File: config.mk
export PLATFORM = sky130hd
export DESIGN_NAME = adc_result_sorter
export DESIGN_NICKNAME = d
export VERILOG_FILES = /design/src/rtl/adc_sorter_pkg.sv /design/src/rtl/adc_rd_sequencer.sv /design/src/rtl/adc_chan_slot.sv /design/src/rtl/adc_result_sorter.sv
export SDC_FILE = /design/constraint.sdc
export NUM_CORES = 1
export LEC_CHECK = 0
export BUFFER_PORTS_ARGS = -buffer_cell sky130_fd_sc_hd__clkbuf_2
export CAP_MARGIN = 20
export CORE_UTILIZATION = 45
export CTS_BUF_LIST = sky130_fd_sc_hd__clkbuf_8
export CTS_CLUSTER_DIAMETER = 30
export DETAILED_ROUTE_END_ITERATION = 8
export PLACE_DENSITY = 0.79
export SLEW_MARGIN = 0
export SYNTH_ARGS = -nofsm -noshare
export SYNTH_HDL_FRONTEND = slang
export SYNTH_SLANG_ARGS = --single-unit
File: constraint.sdc
create_clock -name clk -period 3.31 [get_ports clk]
set_input_delay 0.8275 -clock clk [delete_from_list [all_inputs] [get_ports clk]]
set_output_delay 0.8275 -clock clk [all_outputs]
set_load 0.01 [all_outputs]
File: src/rtl/adc_sorter_pkg.sv
package adc_sorter_pkg;

   // Largest number of slots the fixed channel map provides
   localparam int unsigned MAP_SLOTS = 8;

   typedef enum logic {
      RD_IDLE = 1'b0,
      RD_WAIT = 1'b1
   } rd_state_e;

   // Channel number that feeds each holding slot
   function automatic int unsigned slot_chan_id(input int unsigned idx);
      case (idx)
         0:       return 'h00; // die temperature
         1:       return 'h01; // supply monitor
         2:       return 'h02; // supply monitor
         3:       return 'h06; // supply monitor
         4:       return 'h03; // dedicated differential input
         5:       return 'h10; // auxiliary input 0
         6:       return 'h11; // auxiliary input 1
         default: return 'h12; // auxiliary input 2
      endcase
   endfunction

endpackage

File: src/rtl/adc_rd_sequencer.sv
module adc_rd_sequencer
   import adc_sorter_pkg::*;
#(
   parameter int unsigned CHAN_W      = 5,
   parameter int unsigned ADDR_W      = 7,
   parameter int unsigned TIMEOUT_CYC = 32
) (
   input  logic              clk,
   input  logic              rst,
   input  logic              conv_done_i,
   input  logic [CHAN_W-1:0] conv_chan_i,
   input  logic              rd_ready_i,
   output logic              rd_en_o,
   output logic [ADDR_W-1:0] rd_addr_o,
   output logic              done_o,
   output logic [CHAN_W-1:0] done_chan_o,
   output logic              overrun_o,
   output logic              timeout_o
);

   localparam int unsigned CNT_W = $clog2(TIMEOUT_CYC + 1);
   localparam logic [CNT_W-1:0] CNT_LAST = CNT_W'(TIMEOUT_CYC - 1);

   initial begin
      assert (ADDR_W >= CHAN_W) else $error("address narrower than channel id");
      assert (TIMEOUT_CYC >= 2) else $error("timeout window too short");
   end

   rd_state_e         state_q;
   logic [CNT_W-1:0]  cnt_q;
   logic [CHAN_W-1:0] chan_q;
   logic              ovr_q;
   logic              tmo_q;

   logic busy;
   logic issue;
   logic expire;

   assign busy   = (state_q == RD_WAIT);
   assign done_o = busy & rd_ready_i;
   assign issue  = conv_done_i & (~busy | rd_ready_i);
   assign expire = busy & ~rd_ready_i & (cnt_q == CNT_LAST);

   assign rd_en_o     = issue;
   assign done_chan_o = chan_q;
   assign overrun_o   = ovr_q;
   assign timeout_o   = tmo_q;

   // Address: channel id in the low bits, zero padding above
   generate
      if (ADDR_W == CHAN_W) begin : g_addr_same
         assign rd_addr_o = conv_chan_i;
      end else begin : g_addr_pad
         assign rd_addr_o = {{(ADDR_W - CHAN_W){1'b0}}, conv_chan_i};
      end
   endgenerate

   always_ff @(posedge clk) begin
      if (rst) begin
         state_q <= RD_IDLE;
         cnt_q   <= '0;
         chan_q  <= '0;
      end else if (issue) begin
         state_q <= RD_WAIT;
         cnt_q   <= '0;
         chan_q  <= conv_chan_i;
      end else if (done_o || expire) begin
         state_q <= RD_IDLE;
         cnt_q   <= '0;
      end else if (busy) begin
         cnt_q   <= cnt_q + 1'b1;
      end
   end

   always_ff @(posedge clk) begin
      if (rst) begin
         ovr_q <= 1'b0;
         tmo_q <= 1'b0;
      end else begin
         if (conv_done_i && busy && !rd_ready_i) ovr_q <= 1'b1;
         if (expire)                             tmo_q <= 1'b1;
      end
   end

   // an issued read leaves the sequencer waiting on the next cycle
   p_issue_waits_r1: assert property (@(posedge clk) disable iff (rst)
      rd_en_o |=> (state_q == RD_WAIT));

   // refused pulse sets the overrun flag
   p_overrun_set_r7: assert property (@(posedge clk) disable iff (rst)
      (conv_done_i && busy && !rd_ready_i) |=> overrun_o);

   p_overrun_sticky_r7: assert property (@(posedge clk) disable iff (rst)
      overrun_o |=> overrun_o);

   p_timeout_sticky_r9: assert property (@(posedge clk) disable iff (rst)
      timeout_o |=> timeout_o);

   // the wait counter never passes the window
   p_wait_bound_r9: assert property (@(posedge clk) disable iff (rst)
      busy |-> (cnt_q < CNT_W'(TIMEOUT_CYC)));

   // the captured channel is frozen while waiting without a new issue
   p_chan_frozen_r6: assert property (@(posedge clk) disable iff (rst)
      (busy && !issue) |=> $stable(done_chan_o));

endmodule

File: src/rtl/adc_chan_slot.sv
module adc_chan_slot #(
   parameter int unsigned CHAN_W   = 5,
   parameter int unsigned SAMPLE_W = 12,
   parameter int unsigned CHAN_ID  = 0
) (
   input  logic                clk,
   input  logic                rst,
   input  logic                done_i,
   input  logic [CHAN_W-1:0]   chan_i,
   input  logic [SAMPLE_W-1:0] sample_i,
   output logic [SAMPLE_W-1:0] value_o,
   output logic                valid_o,
   output logic                update_o
);

   localparam logic [CHAN_W-1:0] MY_CHAN = CHAN_W'(CHAN_ID);

   logic hit;
   assign hit = done_i && (chan_i == MY_CHAN);

   always_ff @(posedge clk) begin
      if (rst) begin
         value_o  <= '0;
         valid_o  <= 1'b0;
         update_o <= 1'b0;
      end else begin
         update_o <= hit;
         if (hit) begin
            value_o <= sample_i;
            valid_o <= 1'b1;
         end
      end
   end

   // a write shows up with its strobe one cycle later
   p_update_after_hit_r3: assert property (@(posedge clk) disable iff (rst)
      hit |=> (update_o && value_o == $past(sample_i)));

   // no write, no change
   p_hold_r5: assert property (@(posedge clk) disable iff (rst)
      !hit |=> ($stable(value_o) && !update_o));

   // valid is sticky and accompanies every update
   p_valid_sticky_r8: assert property (@(posedge clk) disable iff (rst)
      valid_o |=> valid_o);

   p_update_valid_r8: assert property (@(posedge clk) disable iff (rst)
      update_o |-> valid_o);

endmodule

File: src/rtl/adc_result_sorter.sv
module adc_result_sorter
   import adc_sorter_pkg::*;
#(
   parameter int unsigned CHAN_W      = 5,
   parameter int unsigned ADDR_W      = 7,
   parameter int unsigned DATA_W      = 16,
   parameter int unsigned SAMPLE_W    = 12,
   parameter int unsigned NUM_SLOTS   = 8,
   parameter int unsigned TIMEOUT_CYC = 32
) (
   input  logic                          clk,
   input  logic                          rst,
   input  logic                          conv_done_i,
   input  logic [CHAN_W-1:0]             conv_chan_i,
   output logic                          rd_en_o,
   output logic [ADDR_W-1:0]             rd_addr_o,
   input  logic                          rd_ready_i,
   input  logic [DATA_W-1:0]             rd_data_i,
   output logic [NUM_SLOTS*SAMPLE_W-1:0] slot_value_o,
   output logic [NUM_SLOTS-1:0]          slot_valid_o,
   output logic [NUM_SLOTS-1:0]          slot_update_o,
   output logic                          overrun_o,
   output logic                          timeout_o
);

   initial begin
      assert (NUM_SLOTS >= 1 && NUM_SLOTS <= MAP_SLOTS) else $error("slot count outside channel map");
      assert (SAMPLE_W >= 1 && SAMPLE_W <= DATA_W) else $error("sample wider than result word");
      assert (CHAN_W >= 5) else $error("channel id too narrow for map");
   end

   logic              done;
   logic [CHAN_W-1:0] done_chan;
   logic [SAMPLE_W-1:0] sample;

   // Keep the most significant bits of the result word
   assign sample = rd_data_i[DATA_W-1 -: SAMPLE_W];

   generate
      if (SAMPLE_W < DATA_W) begin : g_low_bits
         logic unused_low_bits;
         assign unused_low_bits = ^rd_data_i[DATA_W-SAMPLE_W-1:0];
      end
   endgenerate

   adc_rd_sequencer #(
      .CHAN_W      (CHAN_W),
      .ADDR_W      (ADDR_W),
      .TIMEOUT_CYC (TIMEOUT_CYC)
   ) u_seq (
      .clk         (clk),
      .rst         (rst),
      .conv_done_i (conv_done_i),
      .conv_chan_i (conv_chan_i),
      .rd_ready_i  (rd_ready_i),
      .rd_en_o     (rd_en_o),
      .rd_addr_o   (rd_addr_o),
      .done_o      (done),
      .done_chan_o (done_chan),
      .overrun_o   (overrun_o),
      .timeout_o   (timeout_o)
   );

   generate
      for (genvar g = 0; g < NUM_SLOTS; g++) begin : g_slot
         adc_chan_slot #(
            .CHAN_W   (CHAN_W),
            .SAMPLE_W (SAMPLE_W),
            .CHAN_ID  (slot_chan_id(g))
         ) u_slot (
            .clk      (clk),
            .rst      (rst),
            .done_i   (done),
            .chan_i   (done_chan),
            .sample_i (sample),
            .value_o  (slot_value_o[g*SAMPLE_W +: SAMPLE_W]),
            .valid_o  (slot_valid_o[g]),
            .update_o (slot_update_o[g])
         );
      end
   endgenerate

   // each completed read lands in at most one slot
   p_single_update_r4: assert property (@(posedge clk) disable iff (rst)
      $onehot0(slot_update_o));

   // an update strobe always follows a completed read
   p_update_needs_read_r3: assert property (@(posedge clk) disable iff (rst)
      (slot_update_o != '0) |-> $past(done));

endmodule

==> results.py <==
metrics = {
    "finish": {
        "nFillCells": 929,
        "final_layout_size_suffix_gt1_share_pct": 29.9,
        "register_area_mm2": 0.00252,
        "final_cell_mix": "clkbuf_2 (140), dfxtp_1 (126), nand2_1 (118), mux2i_1 (97), clkbuf_8 (18)",
        "multi_input_area_mm2": 0.00190,
        "fin_util_pct": 56.1,
        "final_nets": 615,
        "fin_cells": 738,
        "final_area_mm2": 0.00577,
        "final_common_cell": "clkbuf_2",
        "syn2layout_area_growth_pct": 21.5,
        "antenna_cells": 0,
    },
    "floorplan": {
        "die_area_mm2": 0.0110,
        "core-area_mm2": 0.0103,
        "ioPinCount": 147,
        "rows": 37,
        "initial_utilization_pct": 46.2,
        "die_w_um": 105,
        "die_h_um": 105,
    },
    "global_route": {
        "grt_usage_pct": 21.7,
        "grt_pass1_vias": 3508,
        "grt_pass1_wl_um": 18100,
        "grt_overflow": 0,
        "antenna_found_initial": 0,
        "grt_max_degree": 39,
    },
    "route": {
        "vias": 3746,
        "drt_wl_total_um": 11600,
        "drtIter0Drc": 218,
        "remaining_drc_errors": 0,
        "viasPerCell": 5.08,
        "wl_per_cell_um": 15.8,
        "ant_nets": 0,
        "first_pass_iters": 5,
    },
    "timing": {
        "finalSetupViolCount": 0,
        "fin_worst_skew_ns": 0.00988,
        "worst_pin_slew_ns": 0.736,
        "final.min_clock_period_ns": 2.50,
        "hold_viol": 0,
        "tns_ns": 0,
        "hold_ws_ns": 0.445,
        "worst_slack_ns": 0.809,
        "max_freq_mhz": 400,
        "fin_crit_sh_pct": 75.6,
        "report.final.slew_viol_count": 0,
        "worst_slew_margin_rel_pct": 51.0,
        "rsz0062_at_grt": "no",
    },
    "synthesis": {
        "ys_top_cells_by_area": "dfxtp_1 (53%), mux2i_1 (20%), nand2_1 (9.3%)",
        "ys_seq_area_share_pct": 53.2,
        "avgSynthCellArea_um2": 10.0,
        "ys.warnings.count": 0,
        "synth_top_area_share_pct": 53.2,
        "synth.largest_area_cell": "dfxtp_1",
        "synthesis.area_mm2": 0.00474,
        "netlist_instances": 474,
        "ys_seq_elements": 126,
        "synth.distinct_cells": 39,
    },
    "clock_tree": {
        "clock_latency_ns": 0.42,
        "tritoncts": "done",
        "cts_buffers": 17,
        "numClockSinks": 126,
        "root_buffer": "clkbuf_8",
        "clockBufferDepth": 2,
        "cts_max_level": 4,
        "cts.repair.resized": 0,
        "postCtsSetupBuffers": 0,
        "holdBufCountCts": 0,
        "clk_pin_slew_ns": 0.07,
    },
    "worst_hold_path": {
        "hold_depth": 2,
        "hp-class": "flop to flop",
        "hold_start": "g_slot[7].u_slot.valid_o",
        "hold_path_end": "g_slot[7].u_slot.valid_o",
    },
    "placed_design": {
        "gp_congestion": 0.818,
        "dp_slack_ns": 0.824,
        "post_dp_cell_area_mm2": 0.00534,
        "post-dp-hpwl_um": 8140,
        "dp_cells": 706,
        "port_buffers": 140,
    },
    "power_and_ir_drop": {
        "power_frac_comb_pct": 4.7,
        "switching_share_pct": 22.7,
        "powerDensity_mw_per_mm2": 539,
        "seqPwrFrac_pct": 49.7,
        "power_switching_uw": 705,
        "p_leak_nw": 3.01,
        "p_total_mw": 3.11,
        "p_int_mw": 2.41,
        "vdd_drop_max_v": 0.000284,
        "clkPwrFrac_pct": 45.5,
    },
    "critical_path": {
        "r2r_cells": 3,
        "cp.required_ns": 2.48,
        "reg2reg_slack_ns": 1.22,
        "critPathMaxFanout": 16,
        "critPathKind": "flop to output pin",
        "r2r-start": "u_seq.busy",
        "worst_setup_path_end_kind": "output pin",
        "r2r-end": "g_slot[7].u_slot.value_o[9]",
        "start_kind": "flop",
        "worstPathArrival_ns": 1.67,
    },
    "run_status": {
        "status": "complete, no violations",
    },
    "run": {
        "max_cap_viol_count": 0,
    },
}
-- worst max-delay path, stage by stage, from the launching register on --
cell	delay [ns]
dfxtp_1	0.66
nand2b_1	0.27
nand2_1	0.15
inv_1	0.05
clkbuf_2	0.12
-- final cells by class --
class / count / area share [%]
multi-input combinational: 295 / 33.0
sequential: 126 / 43.8
inverter: 6 / 0.412
clock buffer: 18 / 4.30
clock inverter: 14 / 3.06
tap: 136 / 2.95
timing repair buffer: 143 / 12.5
-- per-layer routing --
layer | track usage (%) | up-vias | wire length [um]
met3 | 5.24 | 19 | 699
li1 | - | 1787 | -
met1 | 27.1 | 1794 | 5070
met5 | 0 | - | 0
met4 | 8.15 | 0 | 208
met2 | 36.3 | 146 | 5670
-- power by group through the flow --
stage               clock network (mW)  logic, mW  registers, mW
finish                            1.42      0.147           1.55
global route                      1.51      0.159           1.55
CTS                               1.44      0.147           1.55
detailed placement                   0      0.147           1.58
global placement                     0      0.143           1.58
floorplan                            0     0.0924           1.58
-- how the worst max path moves through the flow --
stage	from	end	slack, ns	cells past startpoint
CTS	u_seq.busy	rd_en_o	0.83	4
global route	u_seq.busy	rd_en_o	0.66	4
finish	u_seq.busy	rd_en_o	0.81	4
floorplan	rd_ready_i	rd_en_o	1.14	4
detailed placement	rst	g_slot[3].u_slot.value_o[2]	0.82	4
global placement	rst	g_slot[5].u_slot.value_o[4]	0.84	4
-- flip-flops by register name, summed over array words and instances, names as in the netlist --
signal and flops:
u_seq.overrun_o 1, g_slot.u_slot.valid_o 8, g_slot.u_slot.value_o 96, g_slot.u_slot.update_o 8
u_seq.cnt_q 6, u_seq.done_chan_o 5, u_seq.timeout_o 1, u_seq.busy 1
-- cell families after synthesis --
logic type | share of synthesized area, %
flip-flops | 53.2
AND/OR/NAND/NOR | 15.5
AO/OA/AOI/OAI | 3.19
other | 0.0790
buffers and inverters | 6.83
multiplexers | 20.5
adder cells (fa/ha/maj) | 0.264
XOR/XNOR | 0.554
-- Yosys cell counts (all sizes together) --
cell and n:
a21oi 13, a31oi 1, and2 3, and2b 1, and4b 2, and4bb 1
buf 35, clkbuf 13, conb 1, dfxtp 126, ha 1, inv 6
mux2i 97, nand2 119, nand2b 2, nand3 8, nand4 2, nand4b 2
nand4bb 1, nor2 15, nor3 4, nor3b 1, o211ai 2, o21a 4
o21ai 7, or3 1, or3b 1, or4 1, or4b 1, xnor2 2
xor2 1
No activity file was read; power rests on OpenSTA's default activity.
